$ cat config.mk
export PLATFORM = sky130hd
export DESIGN_NAME = usart_rx_core
export DESIGN_NICKNAME = d
export VERILOG_FILES = /design/src/rtl/usart_rx_core.sv
export SDC_FILE = /design/constraint.sdc
export NUM_CORES = 1
export LEC_CHECK = 0
export BUFFER_PORTS_ARGS = -buffer_cell sky130_fd_sc_hd__buf_2
export CAP_MARGIN = 25
export CORE_MARGIN = 4
export CORE_UTILIZATION = 40
export CTS_BUF_LIST = sky130_fd_sc_hd__clkbuf_4
export DETAILED_ROUTE_END_ITERATION = 6
export SETUP_SLACK_MARGIN = 0.15
export SYNTH_ARGS = -nofsm -noshare
export SYNTH_HDL_FRONTEND = slang
export SYNTH_SLANG_ARGS = --single-unit
$ cat constraint.sdc
create_clock -name clk -period 11.45 [get_ports clk]
set_input_delay 2.29 -clock clk [delete_from_list [all_inputs] [get_ports clk]]
set_output_delay 2.29 -clock clk [all_outputs]
set_load 0.01 [all_outputs]
$ cat src/rtl/usart_rx_core.sv
module usart_rx_core #(
  parameter int OSR = 16
) (
  input  logic       clk,
  input  logic       rst_n,
  input  logic       rx_tick,
  input  logic       rxd,
  input  logic       sync_mode,
  input  logic [1:0] char_len,
  input  logic       par_en,
  input  logic       par_even,
  input  logic       ext_sync,
  input  logic       two_sync,
  input  logic [7:0] sync_a,
  input  logic [7:0] sync_b,
  input  logic       hunt_start,
  input  logic       sync_in,
  input  logic       rd_strobe,
  input  logic       err_clr,
  output logic [7:0] rx_data,
  output logic       rx_ready,
  output logic       parity_err,
  output logic       framing_err,
  output logic       overrun_err,
  output logic       break_det,
  output logic       sync_found
);
  localparam int CW = $clog2(OSR);
  localparam logic [CW-1:0] MID  = CW'(OSR/2 - 1);
  localparam logic [CW-1:0] LAST = CW'(OSR - 1);

  typedef enum logic [2:0] {S_IDLE, S_START, S_DATA, S_STOP, S_HUNT, S_SYNC2, S_SDATA} st_t;
  st_t state;

  logic [CW-1:0] cnt;
  logic [3:0]    bitn;
  logic [7:0]    shreg, hreg;
  logic          pbit, brk_pend;

  wire [3:0] len   = 4'd5 + {2'b00, char_len};
  wire [3:0] nbits = len + {3'b000, par_en};
  wire       lastb = (bitn == nbits - 4'd1);
  wire       is_db = (bitn < len);
  wire [7:0] mask  = 8'hFF >> (2'd3 - char_len);
  wire [7:0] nxt   = shreg | ({7'd0, rxd} << bitn);
  wire [7:0] hwin  = {rxd, hreg[7:1]} >> (2'd3 - char_len);
  wire       hmatch = (hwin == (sync_a & mask));

  wire done_a = rx_tick && state == S_STOP && cnt == LAST;
  wire done_s = rx_tick && state == S_SDATA && lastb;
  wire done   = done_a || done_s;
  wire [7:0] cdata = (done_s && !par_en) ? nxt : shreg;
  wire       cpar  = done_s ? rxd : pbit;
  wire       pe_hit = par_en && (^cdata ^ cpar ^ ~par_even);
  wire       zframe = done_a && !rxd && cdata == 8'd0 && !(par_en && pbit);

  wire hunt_hit = rx_tick && state == S_HUNT && (ext_sync ? sync_in : (hmatch && !two_sync));
  wire sync2_ok = rx_tick && state == S_SYNC2 && bitn == len - 4'd1 && nxt == (sync_b & mask);

  always_ff @(posedge clk) begin
    if (!rst_n) begin
      state <= S_IDLE;
      cnt   <= '0;
      bitn  <= '0;
      shreg <= '0;
      hreg  <= '0;
      pbit  <= 1'b0;
    end else if (hunt_start && sync_mode) begin
      state <= S_HUNT;
      hreg  <= '0;
    end else if (rx_tick) begin
      cnt <= cnt + 1'b1;
      case (state)
        S_IDLE: begin
          cnt <= '0;
          if (sync_mode) begin
            state <= S_HUNT;
            hreg  <= '0;
          end else if (!rxd) state <= S_START;
        end
        S_START:
          if (cnt == MID) begin
            cnt   <= '0;
            bitn  <= '0;
            shreg <= '0;
            state <= rxd ? S_IDLE : S_DATA;
          end
        S_DATA:
          if (cnt == LAST) begin
            if (is_db) shreg <= nxt;
            else pbit <= rxd;
            bitn <= bitn + 4'd1;
            if (lastb) state <= S_STOP;
          end
        S_STOP:
          if (cnt == LAST) state <= S_IDLE;
        S_HUNT: begin
          hreg  <= {rxd, hreg[7:1]};
          bitn  <= '0;
          shreg <= '0;
          if (ext_sync ? sync_in : hmatch)
            state <= (two_sync && !ext_sync) ? S_SYNC2 : S_SDATA;
        end
        S_SYNC2: begin
          shreg <= nxt;
          bitn  <= bitn + 4'd1;
          if (bitn == len - 4'd1) begin
            bitn  <= '0;
            shreg <= '0;
            hreg  <= '0;
            state <= (nxt == (sync_b & mask)) ? S_SDATA : S_HUNT;
          end
        end
        S_SDATA: begin
          if (is_db) shreg <= nxt;
          bitn <= bitn + 4'd1;
          if (lastb) begin
            bitn  <= '0;
            shreg <= '0;
          end
        end
        default: state <= S_IDLE;
      endcase
    end
  end

  always_ff @(posedge clk) begin
    if (!rst_n) begin
      rx_data     <= '0;
      rx_ready    <= 1'b0;
      parity_err  <= 1'b0;
      framing_err <= 1'b0;
      overrun_err <= 1'b0;
      break_det   <= 1'b0;
      brk_pend    <= 1'b0;
      sync_found  <= 1'b0;
    end else begin
      if (done) rx_data <= cdata;

      if (done) rx_ready <= 1'b1;
      else if (rd_strobe) rx_ready <= 1'b0;

      if (done && rx_ready && !rd_strobe) overrun_err <= 1'b1;
      else if (err_clr) overrun_err <= 1'b0;

      if (done && pe_hit) parity_err <= 1'b1;
      else if (err_clr) parity_err <= 1'b0;

      if (done_a && !rxd) framing_err <= 1'b1;
      else if (err_clr) framing_err <= 1'b0;

      if (done_a) brk_pend <= zframe;
      if (zframe && brk_pend) break_det <= 1'b1;
      else if (rx_tick && state == S_IDLE && rxd) break_det <= 1'b0;

      if (hunt_start) sync_found <= 1'b0;
      else if (hunt_hit || sync2_ok) sync_found <= 1'b1;
    end
  end

  assert_ready_on_done_R1: assert property (@(posedge clk) disable iff (!rst_n)
    done |=> rx_ready);

  assert_read_clears_R2: assert property (@(posedge clk) disable iff (!rst_n)
    (rd_strobe && !done) |=> !rx_ready);

  assert_overrun_set_R6: assert property (@(posedge clk) disable iff (!rst_n)
    (done && rx_ready && !rd_strobe) |=> overrun_err);

  assert_flags_sticky_R7: assert property (@(posedge clk) disable iff (!rst_n)
    (!err_clr && (parity_err || framing_err || overrun_err)) |=>
      ($past(parity_err) -> parity_err) && ($past(framing_err) -> framing_err) &&
      ($past(overrun_err) -> overrun_err));

  assert_clear_works_R7: assert property (@(posedge clk) disable iff (!rst_n)
    (err_clr && !done) |=> !parity_err && !framing_err && !overrun_err);

  assert_sync_only_sync_mode_R9: assert property (@(posedge clk) disable iff (!rst_n)
    $rose(sync_found) |-> sync_mode);
endmodule

# ---- Yosys cells after proc, flatten, opt, wreduce, memory -nomap -nowiden
# Cells that the tools add are included.
dict set report op_classes {
  magnitude_cmp 1
  n_bitwise 10
  shift 3
  muxes 42
  n_addsub 7
  eq_ne 28
  n_reduce_logical 51
}
# op count
set op_table {}
lappend op_table {{2-to-1 mux 8 bit} 8}
lappend op_table {{one-hot mux 8 bit (5 select lines)} 1}
lappend op_table {{2-to-1 mux 3 bit} 10}
lappend op_table {{logical AND 1 bit} 24}
lappend op_table {{one-hot mux 8 bit (3 select lines)} 1}
lappend op_table {{one-hot mux 3 bit (7 select lines)} 1}
lappend op_table {{2-to-1 mux 4 bit} 5}
lappend op_table {{one-hot mux 4 bit (5 select lines)} 1}
lappend op_table {{AND reduction 9 bit} 2}
lappend op_table {{AND 8 bit} 2}
lappend op_table {{== test 8 bit} 2}
lappend op_table {{!= test 3 bit, second input constant} 4}
lappend op_table {{nonzero test 2 bit} 6}
lappend op_table {{2-to-1 mux 1 bit} 11}
lappend op_table {{AND reduction 5 bit} 2}
lappend op_table {{== test 3 bit, second input constant} 3}
lappend op_table {{!= test 3 x 1 -> 1 bit, second input constant} 3}
lappend op_table {{adder 4 x 1 -> 4 bit, second input constant} 2}
lappend op_table {{== test 4 bit} 2}
lappend op_table {{logical NOT 8 bit} 1}
lappend op_table {{!= test 2 x 1 -> 1 bit, second input constant} 4}
lappend op_table {{!= test 2 bit, second input constant} 4}
lappend op_table {{OR 8 bit} 1}
lappend op_table {{one-hot mux 4 bit (2 select lines)} 1}
lappend op_table {{25 further kinds} 41}
dict set report totals {
  word_cells 157
  in_bits 31
  out_inout_bits 14
  reg_bits 43
}

# ---- Logic depth before layout (Yosys ltp)
# Gate-level depths: netlist of the first run.
dict set report depth {
  ltp_word 13
  depth_mapped 18
  depth_no_buf 16
}

# ---- Least setup slack after synthesis of the first run
# OpenSTA, ideal clock, no wires.
dict set report synth_path {
  path_kind {input to register}
  from {input char_len[1]}
  to {register parity_err}
  path_stages 17
  t_arrival_ns 5.766
  setup_slack_ns 5.567
  setup_ns 0.117
  n_path_buf 2
  required_time_ns 11.333
  cell_sequence {clkbuf_1 > clkbuf_1 > inv_1 > ha_1 > inv_1 > ha_1 > xnor2_1 > or4b_4 > a31o_2 > nor3_1 > a21oi_1 > ha_1 > xnor2_1 > xnor2_1 > xnor2_1 > xnor2_1 > a32o_1}
}
dict set report synth_between {
  elab_chain_cells 13
  word_cells_on_any_way 16
  classes_between {add/sub (3); eq/ne (1); mux (3); bitwise (2); reduce/logical (7)}
}
# element line
set synth_rtl {}
lappend synth_rtl {{from (decl)} 9} ;# input logic [1:0] char_len,
lappend synth_rtl {{adder 3 x 2 -> 4 bit *} 40} ;# wire [3:0] len = 4'd5 + {2'b00, char_len};
lappend synth_rtl {{adder 4 x 1 -> 4 bit *} 41} ;# wire [3:0] nbits = len + {3'b000, par_en};
lappend synth_rtl {{subtractor 4 x 1 -> 4 bit *} 42} ;# wire lastb = (bitn == nbits - 4'd1);
lappend synth_rtl {{== test 4 bit *} 42}
lappend synth_rtl {{logical AND 1 bit *} 50} ;# wire done_s = rx_tick && state == S_SDATA && lastb;
lappend synth_rtl {{logical AND 1 bit} 52} ;# wire [7:0] cdata = (done_s && !par_en) ? nxt : shreg;
lappend synth_rtl {{2-to-1 mux 8 bit} 52}
lappend synth_rtl {{parity 8 bit} 54} ;# wire pe_hit = par_en && (^cdata ^ cpar ^ ~par_even);
lappend synth_rtl {{XOR 1 bit (2 in series)} 54}
lappend synth_rtl {{logical AND 1 bit} 54}
lappend synth_rtl {{logical AND 1 bit *} 146} ;# if (done && pe_hit) parity_err <= 1'b1;
lappend synth_rtl {{2-to-1 mux 1 bit / nonzero test 2 bit (equally long branches)} n/a}
lappend synth_rtl {{to (signal assigned)} 131} ;# parity_err <= 1'b0;
lappend synth_rtl {{to (signal assigned)} 146}
lappend synth_rtl {{to (signal assigned)} 147} ;# else if (err_clr) parity_err <= 1'b0;
lappend synth_rtl {{to (decl)} 22} ;# output logic parity_err,
# Every way passes the cells marked *; elsewhere a longest branch is shown, timed or not.
# A chain may end at the register's enable or synchronous reset.

# ---- Final worst setup path of the first run
dict set report layout_path {
  from {input char_len[0]}
  to {register parity_err}
}
# Same word-level chain as after synthesis.

==> out/summary.txt, run 1 <==
run status - finished, final reports clean
CTS tree - done
nets - 448
Fin Setup TNS - 0 ps
Syn. warnings - 0
vias in the first global route - 2626
grt ovf - 0
routed len/inst - 15.2 um
H-tree depth - 2
die width - 93.9 um
global-route wire length before repair - 12800 um
final worst-path cycle share - 0.489
DIE AREA - 0.00881 mm2
Post-synth ARST share - 0
Least-Margin Pin Slew - 871 ps
Hold Path Depth - 2
dpl cells - 494
Setup Crit Path Kind - in -> reg
reg-to-reg endpoint - parity_err$_SDFFE_PN0P_
total power - 0.279 mW
VDD IR max - 49.3 uV
highest metal used - met4
Max clock buf depth - 2
setup violators final - 0
clk sinks - 42
height of the chip - 93.9 um
detailed-router iteration count before antenna repair - 4
top-area cell type share of the netlist area - 0.285
worst path required time - 11710 ps
clock skew - 6.35 ps
Non-Filler Instances - 501
crit path launch type - input port
met2 WL - 3420 um
Storage cell area - 841 um2
Slew Viols, Final - 0
ANT nets after route - 0
minimum clock period - 5600 ps
hpwl dp - 5770 um
Worst setup EP type - flip-flop
Hold Path Origin - hreg[1]$_SDFFE_PP0P_
I/O Buffers - 44
drc violations - 0
clk_lat worst skew - 350 ps
Pwr per Cell Area - 85.1 mW/mm2
DR vias/cell - 5.50
syn nets - 414
Synth Flop Type - dfxtp_1
Avg Synthesized Cell Area - 8.02 um2
worst r2r src - bitn[2]$_SDFFE_PN0P_
routed vias - 2757
count leader, synth - dfxtp_1
area grow syn2layout - 11.0%
cell area after synthesis - 0.00295 mm2
largest net degree at the start of global routing - 23
antenna cells - 0
gp weighted congestion - 0.849
share of cells above drive strength 1 - 0.152
initial antenna violation count - 0
static leakage - 1.30 nW
core area - 0.00721 mm2
largest cells by area after synthesis - dfxtp_1 (28%), a21oi_1 (6.8%), ha_1 (6.4%)
met3 WL - 402 um
Hold Path Class - reg -> reg
CTS resizes - 0
Post-Syn Instances - 368
First DRT Iteration DRCs - 138
max_cap viols - 0
Worst R2R Path Depth - 11
R2R Setup Slk - 8190 ps
cts bufs inserted - 5
Multi-input gate area - 0.00198 mm2
Routed WL - 7590 um
wire length on met1 - 3680 um
Filler Cells Inserted - 745
Post-synth EDFFs - 0
Clock Tree Root - clkbuf_4
most frequent cells after synthesis - dfxtp_1 (42), a21oi_1 (40), nor2_1 (34)
Yosys top cell by area - dfxtp_1
Rows - 31
Ports - 45
Final Hold Fails - 0
post-cts hold buffer count - 0
Seq/Total Area, Yosys - 0.285
Initial Utilization - 0.409
Max Freq - 178 MHz
Synth Register Bits - 42
Worst-path clk slew - 120 ps
Max-slew headroom - 0.419
Critical Path AT - 5860 ps
WHS Endpoint - hreg[1]$_SDFFE_PP0P_
postcts setup bufs - 0
gr usage total - 0.180
RSZ-0062 raised after global routing - false
worst-path maximum fanout - 14
Synth cell types - 62
==> kinds of logic (layout without fill, tap and decap cells) <==
| kind of cell | Yosys count | count (layout) | share of synthesized area |
|---|---|---|---|
| buffers and inverters | 32 | 66 | 0.0437 |
| AO/OA/AOI/OAI | 101 | 101 | 0.230 |
| adder cells (fa/ha/maj) | 15 | 15 | 0.0636 |
| multiplexers | 13 | 13 | 0.0445 |
| XOR/XNOR | 26 | 26 | 0.0865 |
| AND/OR/NAND/NOR | 139 | 139 | 0.246 |
| flip-flops | 42 | 42 | 0.285 |
==> power by group <==
group	leakage [nW]	total (mW)	internal (mW)	switching, mW
sequential	0.339	0.151	0.147	0.00353
combinational	0.932	0.0527	0.0207	0.0320
clock	0.0278	0.0751	0.0254	0.0497
total	1.30	0.279	0.193	0.0853
==> stage by stage <==
| stage | area [um2] | setup slack (ps) | hold slack [ps] | utilization |
|---|---|---|---|---|
| floorplan | 2950 | 5570 | 432 | - |
| finish | 3270 | 5850 | 480 | 0.454 |
| detailed placement | 3220 | 5470 | 469 | 0.447 |
| CTS | 3270 | 5850 | 489 | 0.454 |
| global placement | 3220 | 5580 | 444 | 0.447 |
| global route | 3270 | 5550 | 501 | 0.454 |
==> cells in the final DEF, fill, tap and decap left out, types with 4 or more instances in the layout <==
master | synthesis | layout
a21oi_1 | 40 | 40
nand3b_1 | 6 | 6
inv_1 | 13 | 13
nand2_1 | 27 | 27
clkbuf_4 | 0 | 6
nor3_1 | 6 | 6
mux2i_1 | 12 | 12
nand2b_1 | 7 | 7
a211oi_1 | 4 | 4
nand3_1 | 16 | 16
buf_2 | 4 | 44
dfxtp_1 | 42 | 42
nor2_1 | 34 | 34
o21ai_0 | 11 | 11
xor2_1 | 9 | 9
nand4_1 | 7 | 7
o21ai_1 | 7 | 7
ha_1 | 15 | 15
xnor2_1 | 15 | 15
nor2b_1 | 13 | 13
a41oi_1 | 6 | 6
o32ai_1 | 4 | 4
and2_1 | 4 | 4
==> flip-flops by register name (all words and copies together), names as in the netlist, 3 cells and up <==
signal and cells:
state 3, cnt 4, bitn 4, shreg 8, rx_data 8, hreg 7
==> per-layer routing <==
metal | track usage | vias to the layer above
met2 | 0.286 | 70
met3 | 0.0329 | 10
met5 | 0 | -
met4 | 0.0469 | 0
met1 | 0.250 | 1272
li1 | - | 1405
==> critical path, stage by stage <==
cell and delay [ps]:
buf_2 280, inv_1 120, ha_1 330, inv_1 70
ha_1 210, xnor2_1 220, or4b_4 510, a31o_2 320
nor2_2 240, a21oi_1 140, ha_1 320, xor2_1 170
xnor2_1 190, xnor2_1 160, xnor2_1 90, a32o_1 200
==> final cells by class <==
cell class,instances,area share
Multi-Input combinational cell,294,0.605
Sequential cell,42,0.257
Timing Repair Buffer,44,0.0673
Tap cell,99,0.0378
Inverter,15,0.0172
Clock buffer,6,0.0138
Clock inverter,1,0.00229
==> worst max path at each step <==
stage          slack (ps)                      end  depth (start not counted)   startpoint
6_report             5850  parity_err$_SDFFE_PN0P_                         16  char_len[0]
5_1_grt              5550  parity_err$_SDFFE_PN0P_                         16  char_len[0]
4_1_cts              5850  parity_err$_SDFFE_PN0P_                         16  char_len[0]
3_5_place_dp         5470  parity_err$_SDFFE_PN0P_                         16  char_len[0]
3_3_place_gp         5580  parity_err$_SDFFE_PN0P_                         16  char_len[0]
2_1_floorplan        5570  parity_err$_SDFFE_PN0P_                         17  char_len[1]
(Power assumes the default switching activity.)
==> run 2, diff against run 1 <==
==> constraint.sdc (replaced) <==
create_clock -name clk -period 4.7 [get_ports clk]
set_input_delay 0.94 -clock clk [delete_from_list [all_inputs] [get_ports clk]]
set_output_delay 0.94 -clock clk [all_outputs]
set_load 0.01 [all_outputs]
==> run 2 against run 1 <==
Effect of this change:
- hold slack got worse by 0.91 ps
- sequential share of layout area fell by 0.12 points
- worst setup slack got worse by 5200 ps
- global-route usage rose by 0.28 points
- flip-flop and latch count did not move
- critical path type unchanged
- total power rose by 140%
- combinational power rose by 150%
- largest cell class unchanged
- critical path depth did not move
- final area rose by 0.46%
- first-iteration DRC count rose by 5.1%
- count of clock-buffer cells in the layout did not move
- routed wire length rose by 2.3%
==> out/summary.txt, run 2 (synthesis gave the netlist of run 1 again) <==
run status - finished, final reports clean
routed len/inst - 15.4 um (+1.9%)
most common cell after layout, fill and taps aside - buf_2
First DRT Iteration DRCs - 145 (+5.1%)
hpwl dp - 5930 um (+2.7%)
Hold Path Class - reg -> reg
grt ovf - 0 (unchanged)
Final Hold Fails - 0 (unchanged)
global-route wire length before repair - 13100 um (+2.6%)
share of cells above drive strength 1 - 0.156 (+0.00420)
Rows - 31 (unchanged)
Setup Crit Path Kind - in -> reg
vias in the first global route - 2779 (+5.8%)
Filler Cells Inserted - 798 (+7.1%)
postcts setup bufs - 0 (unchanged)
H-tree depth - 2 (unchanged)
Critical Path AT - 4290 ps (-1570 ps)
Worst-path clk slew - 130 ps (about the same)
crit path launch type - input port
DR vias/cell - 5.56 (+1.0%)
crit path setup slack, layout - 673 ps (-5170 ps)
gr usage total - 0.183 (+0.00282)
I/O Buffers - 44 (unchanged)
initial antenna violation count - 0 (unchanged)
Hold WS - 479 ps (-0.914 ps)
Routed WL - 7770 um (+2.3%)
clk sinks - 42 (unchanged)
gp weighted congestion - 0.880 (+3.6%)
DIE AREA - 0.00881 mm2 (unchanged)
biggest regs - rx_data (8), shreg (8), hreg (7)
final worst-path cycle share - 0.857
Fin Setup TNS - 0 ps (unchanged)
cts bufs inserted - 5 (unchanged)
routed vias - 2797 (+1.5%)
Clock Tree Root - clkbuf_4
detailed-router iteration count before antenna repair - 4 (unchanged)
CTS resizes - 0 (unchanged)
worst-path maximum fanout - 5 (-9)
Max Freq - 248 MHz
Worst setup EP type - flip-flop
post-cts hold buffer count - 0 (unchanged)
die width - 93.9 um (unchanged)
drc violations - 0 (unchanged)
clock skew - 11.7 ps (+5.34 ps)
antenna cells - 0 (unchanged)
clk_lat worst skew - 350 ps (about the same)
Pwr per Cell Area - 205 mW/mm2 (+140%)
CTS tree - done
ANT nets after route - 0 (unchanged)
core area - 0.00721 mm2 (unchanged)
height of the chip - 93.9 um (unchanged)
final instance area - 0.00329 mm2 (+0.46%)
Least-Margin Pin Slew - 836 ps (-35.4 ps)
commonest cells after routing, fill and taps aside - buf_2 (44), dfxtp_1 (42), a21oi_1 (40)
Ports - 45 (unchanged)
static leakage - 1.31 nW (+0.74%)
Initial Utilization - 0.409 (unchanged)
largest net degree at the start of global routing - 23 (unchanged)
worst path required time - 4960 ps (-6750 ps)
VDD IR max - 144 uV (+190%)
minimum clock period - 4030 ps
max_cap viols - 0 (unchanged)
nets - 450 (+0.45%)
RSZ-0062 raised after global routing - false
Slew Viols, Final - 0 (unchanged)
Max clock buf depth - 2 (unchanged)
setup violators final - 0 (unchanged)
area grow syn2layout - 11.5%
placed inst area - 0.00324 mm2 (+0.47%)
pre-CTS setup slack - 340 ps (-5130 ps)
Max-slew headroom - 0.443 (+0.0236)
run 2: changes by cell type in the layout (fill, tap and decap cells not counted):
cell,change
buf_4,+2
run 2: through the flow:
step | std cells | power, mW | util
4_1_cts | 503 | 0.685 | 0.456
2_1_floorplan | 368 | 0.464 | -
6_report | 503 | 0.675 | 0.456
3_3_place_gp | 496 | 0.504 | 0.449
3_5_place_dp | 496 | 0.505 | 0.449
5_1_grt | 503 | 0.715 | 0.456
run 2: metal layers:
| metal | global-route usage | wire, um |
|---|---|---|
| met1 | 0.247 | 3840 |
| met2 | 0.298 | 3530 |
| met3 | 0.0369 | 356 |
| met4 | 0.0421 | 42 |
| met5 | 0 | 0 |
run 2: final cells by class:
type	instances	area (um2)	area share
clock buffers	6	45.0	0.0137
clock inverters	1	7.51	0.00228
inverters	15	56.3	0.0171
multi-input cells	294	1980	0.602
flip-flops and latches	42	841	0.256
well taps	99	124	0.0377
repair buffers	46	235	0.0715
run 2: worst max-delay path, cell delays in order:
cell	delay (ps)
buf_2	90
inv_1	50
ha_1	310
inv_1	70
ha_1	210
xnor2_1	230
or4b_4	520
a31o_2	320
nor3_1	260
a21oi_1	150
ha_1	330
xnor2_1	200
xnor2_1	160
xnor2_1	160
xnor2_1	90
a32o_1	200
run 2: where the power goes:
group / internal (mW) / total, mW / switching, mW
combinational: 0.0514 / 0.130 / 0.0787
clock: 0.0618 / 0.177 / 0.115
sequential: 0.359 / 0.368 / 0.00858
total: 0.472 / 0.675 / 0.203
run 2: final timing paths:
path / start / end / slack (ps) / depth (start not counted)
hold reg to reg: hreg[1]$_SDFFE_PP0P_ / hreg[1]$_SDFFE_PP0P_ / 480 / 2
setup / recovery: char_len[0] / parity_err$_SDFFE_PN0P_ / 670 / 16
setup reg to reg: bitn[2]$_SDFFE_PN0P_ / parity_err$_SDFFE_PN0P_ / 1400 / 11
hold / removal: hreg[1]$_SDFFE_PP0P_ / hreg[1]$_SDFFE_PP0P_ / 480 / 2
==> run 3, diff against run 2 <==
--- a/config.mk
+++ b/config.mk
@@ -7,7 +7,7 @@
 export LEC_CHECK = 0
 export BUFFER_PORTS_ARGS = -buffer_cell sky130_fd_sc_hd__buf_2
 export CAP_MARGIN = 25
-export CORE_MARGIN = 4
+export CORE_MARGIN = 1
 export CORE_UTILIZATION = 40
 export CTS_BUF_LIST = sky130_fd_sc_hd__clkbuf_4
 export DETAILED_ROUTE_END_ITERATION = 6
==> run 3 against run 2 <==
Effect of this change:
- maximum frequency grew 0.44%
- non-clock buffer count is the same
- count of clock-buffer cells in the layout shrank 1
- combinational power is essentially flat
- first-iteration DRC count grew 25%
- final cell count shrank 0.40%
- global-route usage grew 2.3 points
- final area grew 1.4%
- clock power grew 61%
- register-to-register slack lost 20 ps
- critical path depth is the same
- critical endpoint unchanged
- worst setup slack gained 18 ps
==> out/summary.txt, run 3 (synthesis gave the netlist of run 1 again) <==
area grow syn2layout - 13.0%
biggest regs - rx_data (8), shreg (8), hreg (7)
final core utilization - 0.480 (+0.0242)
Setup Crit Path Kind - in -> reg
max_cap viols - 0 (unchanged)
Multi-input gate area - 0.00198 mm2 (unchanged)
final worst-path cycle share - 0.853 (-0.00379)
crit-path leading delay family - adder cells
Filler Cells Inserted - 710 (-11%)
DR vias/cell - 5.57 (+0.18%)
Max Freq - 249 MHz (+0.44%)
drc violations - 0 (unchanged)
crit-path cells - buf_2 -> inv_1 -> ha_1 -> inv_1 -> ha_1 -> xnor2_1 -> or4b_4 -> a31o_2 -> nor3_1 -> a21oi_1 -> ha_1 -> xnor2_1 -> xnor2_1 -> xnor2_1 -> xnor2_1 -> a32o_1
worst path required time - 4970 ps (about the same)
crit path launch type - input port
Clk pwr share - 0.365 (+0.103)
worst r2r src - bitn[2]$_SDFFE_PN0P_
placed inst area - 0.00323 mm2 (-0.12%)
die width - 87.9 um (-6.4%)
gp weighted congestion - 0.857 (-2.6%)
Routed WL - 7480 um (-3.7%)
Clock Tree Root - clkbuf_4
hpwl dp - 5620 um (-5.2%)
ANT nets after route - 0 (unchanged)
gr usage total - 0.205 (+0.0229)
Sw Share - 0.266 (-0.0343)
static leakage - 1.33 nW (+1.9%)
WHS Endpoint - hreg[1]$_SDFFE_PP0P_
antenna cells - 0 (unchanged)
Max-slew headroom - 0.450 (+0.00682)
routed vias - 2791 (-0.21%)
I/O Buffers - 44 (unchanged)
vias in the first global route - 2637 (-5.1%)
RSZ-0062 raised after global routing - false
VDD IR max - 160 uV (+12%)
most used cell, CP - xnor2_1
clk sinks - 42 (unchanged)
core area - 0.00694 mm2 (-3.7%)
Least-Margin Pin Slew - 826 ps (-10.2 ps)
commonest cells after routing, fill and taps aside - buf_2 (44), dfxtp_1 (42), a21oi_1 (40)
Storage cell area - 841 um2 (unchanged)
Initial Utilization - 0.425 (+0.0159)
final instance area - 0.00333 mm2 (+1.4%)
initial antenna violation count - 0 (unchanged)
minimum clock period - 4010 ps (-17.8 ps)
global-route wire length before repair - 12400 um (-5.4%)
height of the chip - 87.9 um (-6.4%)
Comb pwr share - 0.166 (-0.027)
WP buf/inv - 3 (unchanged)
Ports - 45 (unchanged)
clock skew - 12.3 ps (+0.586 ps)
slowest stage delay, CP - 520 ps (about the same)
nets - 450 (unchanged)
DIE AREA - 0.00772 mm2 (-12%)
Slew Viols, Final - 0 (unchanged)
cts bufs inserted - 5 (unchanged)
detailed-router iteration count before antenna repair - 4 (unchanged)
Hold Path Depth - 2 (unchanged)
CTS tree - done
clk_lat worst skew - 360 ps (about the same)
H-tree depth - 2 (unchanged)
run status - finished, final reports clean
grt ovf - 0 (unchanged)
Hold Path Origin - hreg[1]$_SDFFE_PP0P_
R2R Setup Slk - 1380 ps (-20 ps)
Worst R2R Path Depth - 11 (unchanged)
largest net degree at the start of global routing - 23 (unchanged)
cell-internal power - 0.575 mW (+22%)
CTS resizes - 0 (unchanged)
Max clock buf depth - 2 (unchanged)
Seq pwr share - 0.470 (-0.075)
First DRT Iteration DRCs - 181 (+25%)
reg-to-reg endpoint - parity_err$_SDFFE_PN0P_
Worst setup EP type - flip-flop
setup violators final - 0 (unchanged)
routed len/inst - 14.9 um (-3.3%)
Critical Path AT - 4280 ps (about the same)
P_sw - 0.208 mW (+2.7%)
Hold Path Class - reg -> reg
most common cell after layout, fill and taps aside - buf_2
Rows - 30 (-3.2%)
post-cts hold buffer count - 0 (unchanged)
worst-path maximum fanout - 5 (unchanged)
Pwr per Cell Area - 235 mW/mm2 (+14%)
share of cells above drive strength 1 - 0.156 (-0.000385)
total power - 0.783 mW (+16%)
Worst-path clk slew - 130 ps (about the same)
postcts setup bufs - 0 (unchanged)
Critical-path top delay cell - or4b_4
Final Hold Fails - 0 (unchanged)
Fin Setup TNS - 0 ps (unchanged)
==> run 3: power by group through the flow <==
stage | sequential, mW | clock [mW] | combinational (mW)
after CTS | 0.368 | 0.294 | 0.130
after global routing | 0.369 | 0.309 | 0.145
final | 0.367 | 0.285 | 0.130
after detailed placement | 0.375 | 0 | 0.130
after floorplan | 0.370 | 0 | 0.0943
after global placement | 0.375 | 0 | 0.127
==> run 3: per-stage QoR <==
| step | setup slack [ps] | instances | hold WS, ps |
|---|---|---|---|
| floorplan | 167 | 368 | 432 |
| global placement | 458 | 493 | 450 |
| detailed placement | 376 | 493 | 447 |
| CTS | 738 | 501 | 465 |
| global route | 453 | 501 | 481 |
| finish | 690 | 501 | 460 |
==> run 3: worst max-delay path by stage <==
| stage | from | endpoint | depth (start not counted) |
|---|---|---|---|
| 3_3_place_gp | char_len[0] | parity_err$_SDFFE_PN0P_ | 16 |
| 3_5_place_dp | char_len[0] | parity_err$_SDFFE_PN0P_ | 16 |
| 2_1_floorplan | char_len[1] | parity_err$_SDFFE_PN0P_ | 17 |
| 4_1_cts | char_len[0] | parity_err$_SDFFE_PN0P_ | 16 |
| 5_1_grt | char_len[0] | parity_err$_SDFFE_PN0P_ | 16 |
| 6_report | char_len[0] | parity_err$_SDFFE_PN0P_ | 16 |
==> run 3: routing by layer <==
metal / wire length (um) / vias up / GRT usage
li1: - / 1416 / -
met4: 119 / 0 / 0.0596
met5: 0 / - / 0
met2: 3250 / 87 / 0.324
met3: 400 / 11 / 0.0302
met1: 3720 / 1277 / 0.290
==> run 3: worst reg2reg max path: cells and delay by family, from the launching register on <==
| family | cells | cell delay, ps |
|---|---|---|
| flip-flops | 1 | 630 |
| XOR/XNOR | 5 | 830 |
| AO/OA/AOI/OAI | 3 | 670 |
| adder cells (fa/ha/maj) | 1 | 320 |
| AND/OR/NAND/NOR | 2 | 800 |
==> run 3: cell type report <==
| cell class | count | area share |
|---|---|---|
| Multi-Input combinational cell | 294 | 0.594 |
| Sequential cell | 42 | 0.252 |
| Timing Repair Buffer | 46 | 0.0705 |
| Tap cell | 96 | 0.0360 |
| Clock inverter | 3 | 0.0191 |
| Inverter | 15 | 0.0169 |
| Clock buffer | 5 | 0.0113 |
